## src/rtl/dir_pkg.sv

```systemverilog
package dir_pkg;
    typedef enum logic [1:0] {DIR_NC = 2'd0, DIR_SH = 2'd1, DIR_MD = 2'd2} dir_st_e;
    typedef enum logic [1:0] {OP_RD = 2'd0, OP_WR = 2'd1, OP_UPG = 2'd2, OP_WB = 2'd3} req_op_e;
    typedef enum logic [1:0] {PK_INV = 2'd0, PK_RCL_S = 2'd1, PK_RCL_I = 2'd2} prb_op_e;
    typedef enum logic [1:0] {RK_SHR = 2'd0, RK_MOD = 2'd1, RK_UPG = 2'd2, RK_WBD = 2'd3} rsp_op_e;
    typedef enum logic [1:0] {CT_IDLE = 2'd0, CT_PROBE = 2'd1, CT_RESP = 2'd2} ctl_e;
endpackage

```

## src/rtl/dir_lowbit.sv

```systemverilog
module dir_lowbit #(
    parameter int N  = 4,
    parameter int IW = (N > 1) ? $clog2(N) : 1
) (
    input  logic [N-1:0]  vec,
    output logic          found,
    output logic [IW-1:0] idx
);
    always_comb begin
        found = 1'b0;
        idx   = '0;
        for (int i = N - 1; i >= 0; i--) begin
            if (vec[i]) begin
                found = 1'b1;
                idx   = IW'(i);
            end
        end
    end
endmodule

```

## src/rtl/dir_popcnt.sv

```systemverilog
module dir_popcnt #(
    parameter int N  = 4,
    parameter int OW = $clog2(N + 1)
) (
    input  logic [N-1:0]  bits,
    output logic [OW-1:0] cnt
);
    logic [OW-1:0] part [N+1];
    assign part[0] = '0;
    for (genvar g = 0; g < N; g++) begin : g_acc
        assign part[g+1] = part[g] + OW'(bits[g]);
    end
    assign cnt = part[N];
endmodule

```

## src/rtl/dir_ctrl.sv

```systemverilog
module dir_ctrl
    import dir_pkg::*;
#(
    parameter int NCORE     = 4,
    parameter int NLINE     = 4,
    parameter int DW        = 8,
    parameter int INIT_BASE = 160
) (
    input  logic                     clk,
    input  logic                     rst_n,
    input  logic                     req_valid,
    output logic                     req_ready,
    input  logic [$clog2(NCORE)-1:0] req_core,
    input  logic [1:0]               req_op,
    input  logic [$clog2(NLINE)-1:0] req_line,
    input  logic [DW-1:0]            req_wdata,
    output logic                     prb_valid,
    output logic [$clog2(NCORE)-1:0] prb_core,
    output logic [1:0]               prb_op,
    output logic [$clog2(NLINE)-1:0] prb_line,
    input  logic                     ack_valid,
    input  logic [$clog2(NCORE)-1:0] ack_core,
    input  logic [DW-1:0]            ack_data,
    output logic                     rsp_valid,
    output logic [$clog2(NCORE)-1:0] rsp_core,
    output logic [1:0]               rsp_op,
    output logic [$clog2(NLINE)-1:0] rsp_line,
    output logic [DW-1:0]            rsp_data
);
    localparam int CW  = $clog2(NCORE);
    localparam int LW  = $clog2(NLINE);
    localparam int ACW = $clog2(NCORE + 1);

    typedef struct packed {
        ctl_e                         ctl;
        logic [CW-1:0]                core;
        req_op_e                      op;
        logic [LW-1:0]                line;
        logic [DW-1:0]                wdat;
        logic [NCORE-1:0]             tgt;
        logic [NCORE-1:0]             todo;
        logic [ACW-1:0]               acks_left;
        prb_op_e                      pk;
        rsp_op_e                      rk;
        logic [NLINE-1:0][1:0]        dst;
        logic [NLINE-1:0][NCORE-1:0]  vec;
        logic [NLINE-1:0][DW-1:0]     mem;
    } st_t;

    st_t q, n;

    // Reset image: every line uncached, data seeded from its index.
    function automatic st_t reset_image();
        st_t r;
        r = '0;
        r.ctl = CT_IDLE;
        for (int i = 0; i < NLINE; i++) begin
            r.dst[i] = DIR_NC;
            r.vec[i] = '0;
            r.mem[i] = DW'(INIT_BASE + i);
        end
        return r;
    endfunction

    // Decode of an incoming request against the addressed line.
    logic [1:0]       cur_st;
    logic [NCORE-1:0] cur_vec;
    logic [NCORE-1:0] req_bit;
    logic [NCORE-1:0] in_tgt;
    prb_op_e          in_pk;
    rsp_op_e          in_rk;
    logic [ACW-1:0]   in_cnt;

    always_comb begin
        cur_st  = q.dst[req_line];
        cur_vec = q.vec[req_line];
        req_bit = NCORE'(1) << req_core;
        in_tgt  = '0;
        in_pk   = PK_INV;
        in_rk   = RK_SHR;
        unique case (req_op_e'(req_op))
            OP_RD: begin
                in_rk = RK_SHR;
                in_pk = PK_RCL_S;
                if (cur_st == DIR_MD) in_tgt = cur_vec & ~req_bit;
            end
            OP_WR, OP_UPG: begin
                in_tgt = cur_vec & ~req_bit;
                in_pk  = (cur_st == DIR_MD) ? PK_RCL_I : PK_INV;
                if (req_op_e'(req_op) == OP_UPG && cur_st == DIR_SH && (cur_vec & req_bit) != '0)
                    in_rk = RK_UPG;
                else
                    in_rk = RK_MOD;
            end
            default: begin
                in_rk = RK_WBD;
            end
        endcase
    end

    dir_popcnt #(.N(NCORE), .OW(ACW)) u_cnt (
        .bits (in_tgt),
        .cnt  (in_cnt)
    );

    logic          pick_found;
    logic [CW-1:0] pick_idx;

    dir_lowbit #(.N(NCORE), .IW(CW)) u_pick (
        .vec   (q.todo),
        .found (pick_found),
        .idx   (pick_idx)
    );

    always_comb begin
        n         = q;
        req_ready = (q.ctl == CT_IDLE);
        prb_valid = 1'b0;
        unique case (q.ctl)
            CT_IDLE: begin
                if (req_valid) begin
                    n.core      = req_core;
                    n.op        = req_op_e'(req_op);
                    n.line      = req_line;
                    n.wdat      = req_wdata;
                    n.tgt       = in_tgt;
                    n.todo      = in_tgt;
                    n.acks_left = in_cnt;
                    n.pk        = in_pk;
                    n.rk        = in_rk;
                    n.ctl       = (in_tgt != '0) ? CT_PROBE : CT_RESP;
                end
            end
            CT_PROBE: begin
                if (pick_found) begin
                    prb_valid          = 1'b1;
                    n.todo[pick_idx]   = 1'b0;
                end
                if (ack_valid && q.tgt[ack_core] && q.acks_left != '0) begin
                    n.acks_left = q.acks_left - ACW'(1);
                    if (q.pk != PK_INV) n.mem[q.line] = ack_data;
                end
                if (n.todo == '0 && n.acks_left == '0) n.ctl = CT_RESP;
            end
            CT_RESP: begin
                unique case (q.rk)
                    RK_SHR: begin
                        n.dst[q.line] = DIR_SH;
                        n.vec[q.line] = q.vec[q.line] | (NCORE'(1) << q.core);
                    end
                    RK_MOD, RK_UPG: begin
                        n.dst[q.line] = DIR_MD;
                        n.vec[q.line] = NCORE'(1) << q.core;
                    end
                    default: begin
                        if (q.dst[q.line] == DIR_MD && q.vec[q.line][q.core]) begin
                            n.mem[q.line] = q.wdat;
                            n.dst[q.line] = DIR_NC;
                            n.vec[q.line] = '0;
                        end
                    end
                endcase
                n.tgt = '0;
                n.ctl = CT_IDLE;
            end
            default: n.ctl = CT_IDLE;
        endcase
    end

    always_ff @(posedge clk) begin
        if (!rst_n) q <= reset_image();
        else        q <= n;
    end

    assign prb_core  = pick_idx;
    assign prb_op    = q.pk;
    assign prb_line  = q.line;
    assign rsp_valid = (q.ctl == CT_RESP);
    assign rsp_core  = q.core;
    assign rsp_op    = q.rk;
    assign rsp_line  = q.line;
    assign rsp_data  = q.mem[q.line];
endmodule

```

## config.mk

```make
export PLATFORM = sky130hd
export DESIGN_NAME = dir_ctrl
export DESIGN_NICKNAME = d
export VERILOG_FILES = /design/src/rtl/dir_pkg.sv /design/src/rtl/dir_lowbit.sv /design/src/rtl/dir_popcnt.sv /design/src/rtl/dir_ctrl.sv
export SDC_FILE = /design/constraint.sdc
export NUM_CORES = 1
export LEC_CHECK = 0
export BUFFER_PORTS_ARGS = -buffer_cell sky130_fd_sc_hd__buf_2
export CAP_MARGIN = 30
export CELL_PAD_IN_SITES_DETAIL_PLACEMENT = 1
export CELL_PAD_IN_SITES_GLOBAL_PLACEMENT = 1
export CORE_UTILIZATION = 30
export CTS_BUF_LIST = sky130_fd_sc_hd__clkbuf_16
export DETAILED_ROUTE_END_ITERATION = 10
export PLACE_DENSITY_LB_ADDON = 0.1
export SYNTH_ARGS = -nofsm -noshare
export SYNTH_HDL_FRONTEND = slang
export SYNTH_HIERARCHICAL = 1
export SYNTH_SLANG_ARGS = --single-unit
```

## constraint.sdc

```tcl
create_clock -name clk -period 3.5 [get_ports clk]
set_input_delay 0.525 -clock clk [delete_from_list [all_inputs] [get_ports clk]]
set_output_delay 0.525 -clock clk [all_outputs]
set_load 0.02 [all_outputs]
```

==> qor.yml <==
clkPwrFrac: 0.428
intPower_mw: 1.65
cp_slowest_cell: "fa_1"
end_kind: "flop"
num_antenna_cells: 0
hpwlAfterDp_um: 11100
status: "completed"
cp_data_arrival_time_ns: 3.34
synth_top_area_share: 0.360
clockRootBuffer: "clkbuf_16"
synth-async-reset-ratio: 0
final_cell_mix: "dfxtp_1, nand2_1, buf_2"
cellPowerDensity_mw_per_mm2: 425
fp.dieH_um: 127
cts_tree: "built"
switching_power_mw: 0.658
final_area_mm2: 0.00543
required_ns: 3.73
nets: 602
clkLatencyLatePin_ns: 0.35
num_io_pins: 51
crit_buf_inv: 2
cts_buffers: 9
crit_type: "flop to flop"
wl_per_cell_um: 19.3
core_mm2: 0.0153
via_count: 4154
synth.cell_area_mm2: 0.00472
crit_chain: "mux4_2, nor2b_1, a21oi_1, or2_1, nor2_1, inv_1, fa_1, inv_1, ha_1, ha_1, a222oi_1, nor2_1"
tns_ns: 0
totalWireLength_um: 15100
crit_cells: 12
yosys_register_bits: 85
grt_max_degree: 27
power_frac_comb: 0.133
drc: 0
rows: 45
cpPeakStageDelay_ns: 0.53
fin_crit_sh: 0.888
finalMaxSlewViolations: 0
clockBufferDepth: 2
area.growth.synth_to_final_pct: 15.0
initial_utilization: 0.310
ys_top_cells_by_area: "dfxtp_1, mux4_2, nand2_1, a21oi_1, o2bb2ai_1"
via_per_inst: 5.33
crit_path_max_fanout: 5
cts_max_level: 3
period_minus_slack_ns: 3.11
final-hold-violation-count: 0
fp.dieW_um: 127
synth_edf_count: 0
min_path_type: "input pin to flop"
io_buffer_count: 50
drt_iter0_markers: 187
skew_ns: 0.00740
irDropWorstVdd_mv: 0.208
grt_pass1_wl_um: 24100
syn-num-nets: 568
worst_pin_slew_ns: 0.939
setup_ws_ns: 0.391
place_area_mm2: 0.00513
gp_congestion: 0.827
grt_usage: 0.196
synth_area_per_cell_um2: 8.91
start_kind: "flop"
syn_inst: 530
synth_top_area_cell: "dfxtp_1"
reg2reg_depth: 12
clkTransAtPathRegs_ns: 0.07
die_area_mm2: 0.0162
drive_gt1_frac: 0.209
post-place-ws_ns: 0.0284
drt_pass1_iterations: 4
ys_seq_area_frac: 0.360
post-cts-setup-buffers: 0
critPathTopFamily: "adder cells"
whs_ns: 0.407
seq_power_share: 0.440
ys.flop_type: "dfxtp_1"
setup_viol: 0
p_leak_nw: 2.09
slew_headroom: 0.374
final_common_cell: "dfxtp_1"
grt.overflow.total: 0
antenna_found_initial: 0
max_freq_mhz: 322
hold_depth: 3
hold_buffers: 0
swShare: 0.285
synth_cell_types: 58
power_mw: 2.31
ctsResizeCount: 0
ys_warn_count: 6
grt_pass1_vias: 4320
maxCapViolations: 0
clock-sinks: 85
rsz0062_at_grt: "no"
antenna_left: 0
==> cells in the mapped netlist (all sizes together) (3+ instances only) <==
master    n
or3       3
a21boi    4
dfxtp    85
a211oi    4
inv      31
and2      5
ha        9
o21a      4
buf      20
nand2    71
nand3     9
or3b      3
o21ai    24
mux4     19
or2       3
nor3      8
nand3b    4
nor2     40
mux2i    13
clkbuf   18
a2bb2oi   8
o22a      4
o31ai     4
o2bb2ai  21
nor2b     7
a31o      8
a31oi     5
a22o     13
a21oi    47
nand2b   11
==> power groups by stage <==
stage / Clock [mW] / Combinational (mW) / Sequential, mW
after floorplan: 0 / 0.226 / 1.02
after global placement: 0 / 0.303 / 1.04
after detailed placement: 0 / 0.310 / 1.04
after CTS: 1.01 / 0.311 / 1.01
after global routing: 1.05 / 0.338 / 1.02
final: 0.987 / 0.307 / 1.01
==> path summary, 6_finish.rpt <==
path                start  endpoint  slack, ns
max                 q[48]     q[61]       0.39
min          req_wdata[0]     q[71]       0.41
max reg2reg         q[48]     q[61]       0.39
min reg2reg         q[23]     q[23]       0.45
==> worst reg2reg max path: cells and delay by family, from the launching register on <==
kind            cells  cell delay, ns
mux                 1            0.48
flops               1            0.35
compound gates      2            0.41
fa+ha+maj           3            1.00
buf+inv             2            0.11
simple gates        4            0.66
==> stage by stage <==
| stage | instances | utilization |
|---|---|---|
| after floorplan | 530 | - |
| after global placement | 764 | 0.336 |
| after detailed placement | 764 | 0.336 |
| after CTS | 780 | 0.356 |
| after global routing | 780 | 0.356 |
| final | 780 | 0.356 |
==> per-layer routing <==
layer  GRT usage  routed length, µm  share of wire  vias up
li1            -                  -              -     1982
met1       0.251               7050           0.47     2090
met2       0.334               7290           0.48       72
met3      0.0461                605          0.040       10
met4      0.0441                142         0.0094        0
met5           0                  0              0        -
==> flip-flops by register name (all words and copies together) (netlist names), named ones only <==
signal / cells
rsp_core: 2
prb_op: 2
rsp_op: 2
q: 76
prb_line: 2
==> kinds of logic (layout without fill, tap and decap cells) <==
group	count (synthesis)	count (layout)	synth area share
adder cells (fa/ha/maj)	10	10	0.0281
buffers and inverters	69	108	0.0646
AO/OA/AOI/OAI	162	162	0.256
flip-flops	85	85	0.360
multiplexers	34	34	0.123
AND/OR/NAND/NOR	170	170	0.168
==> cell type report <==
class                   instances  area, µm²
repair buffers                 61        333
fillers                      1789       9830
multi-input cells             376       2720
clock inverters                 7       73.8
inverters                      31        116
flip-flops and latches         85       1700
clock buffers                   9        225
well taps                     211        264
No activity file was read; power rests on OpenSTA's default activity.
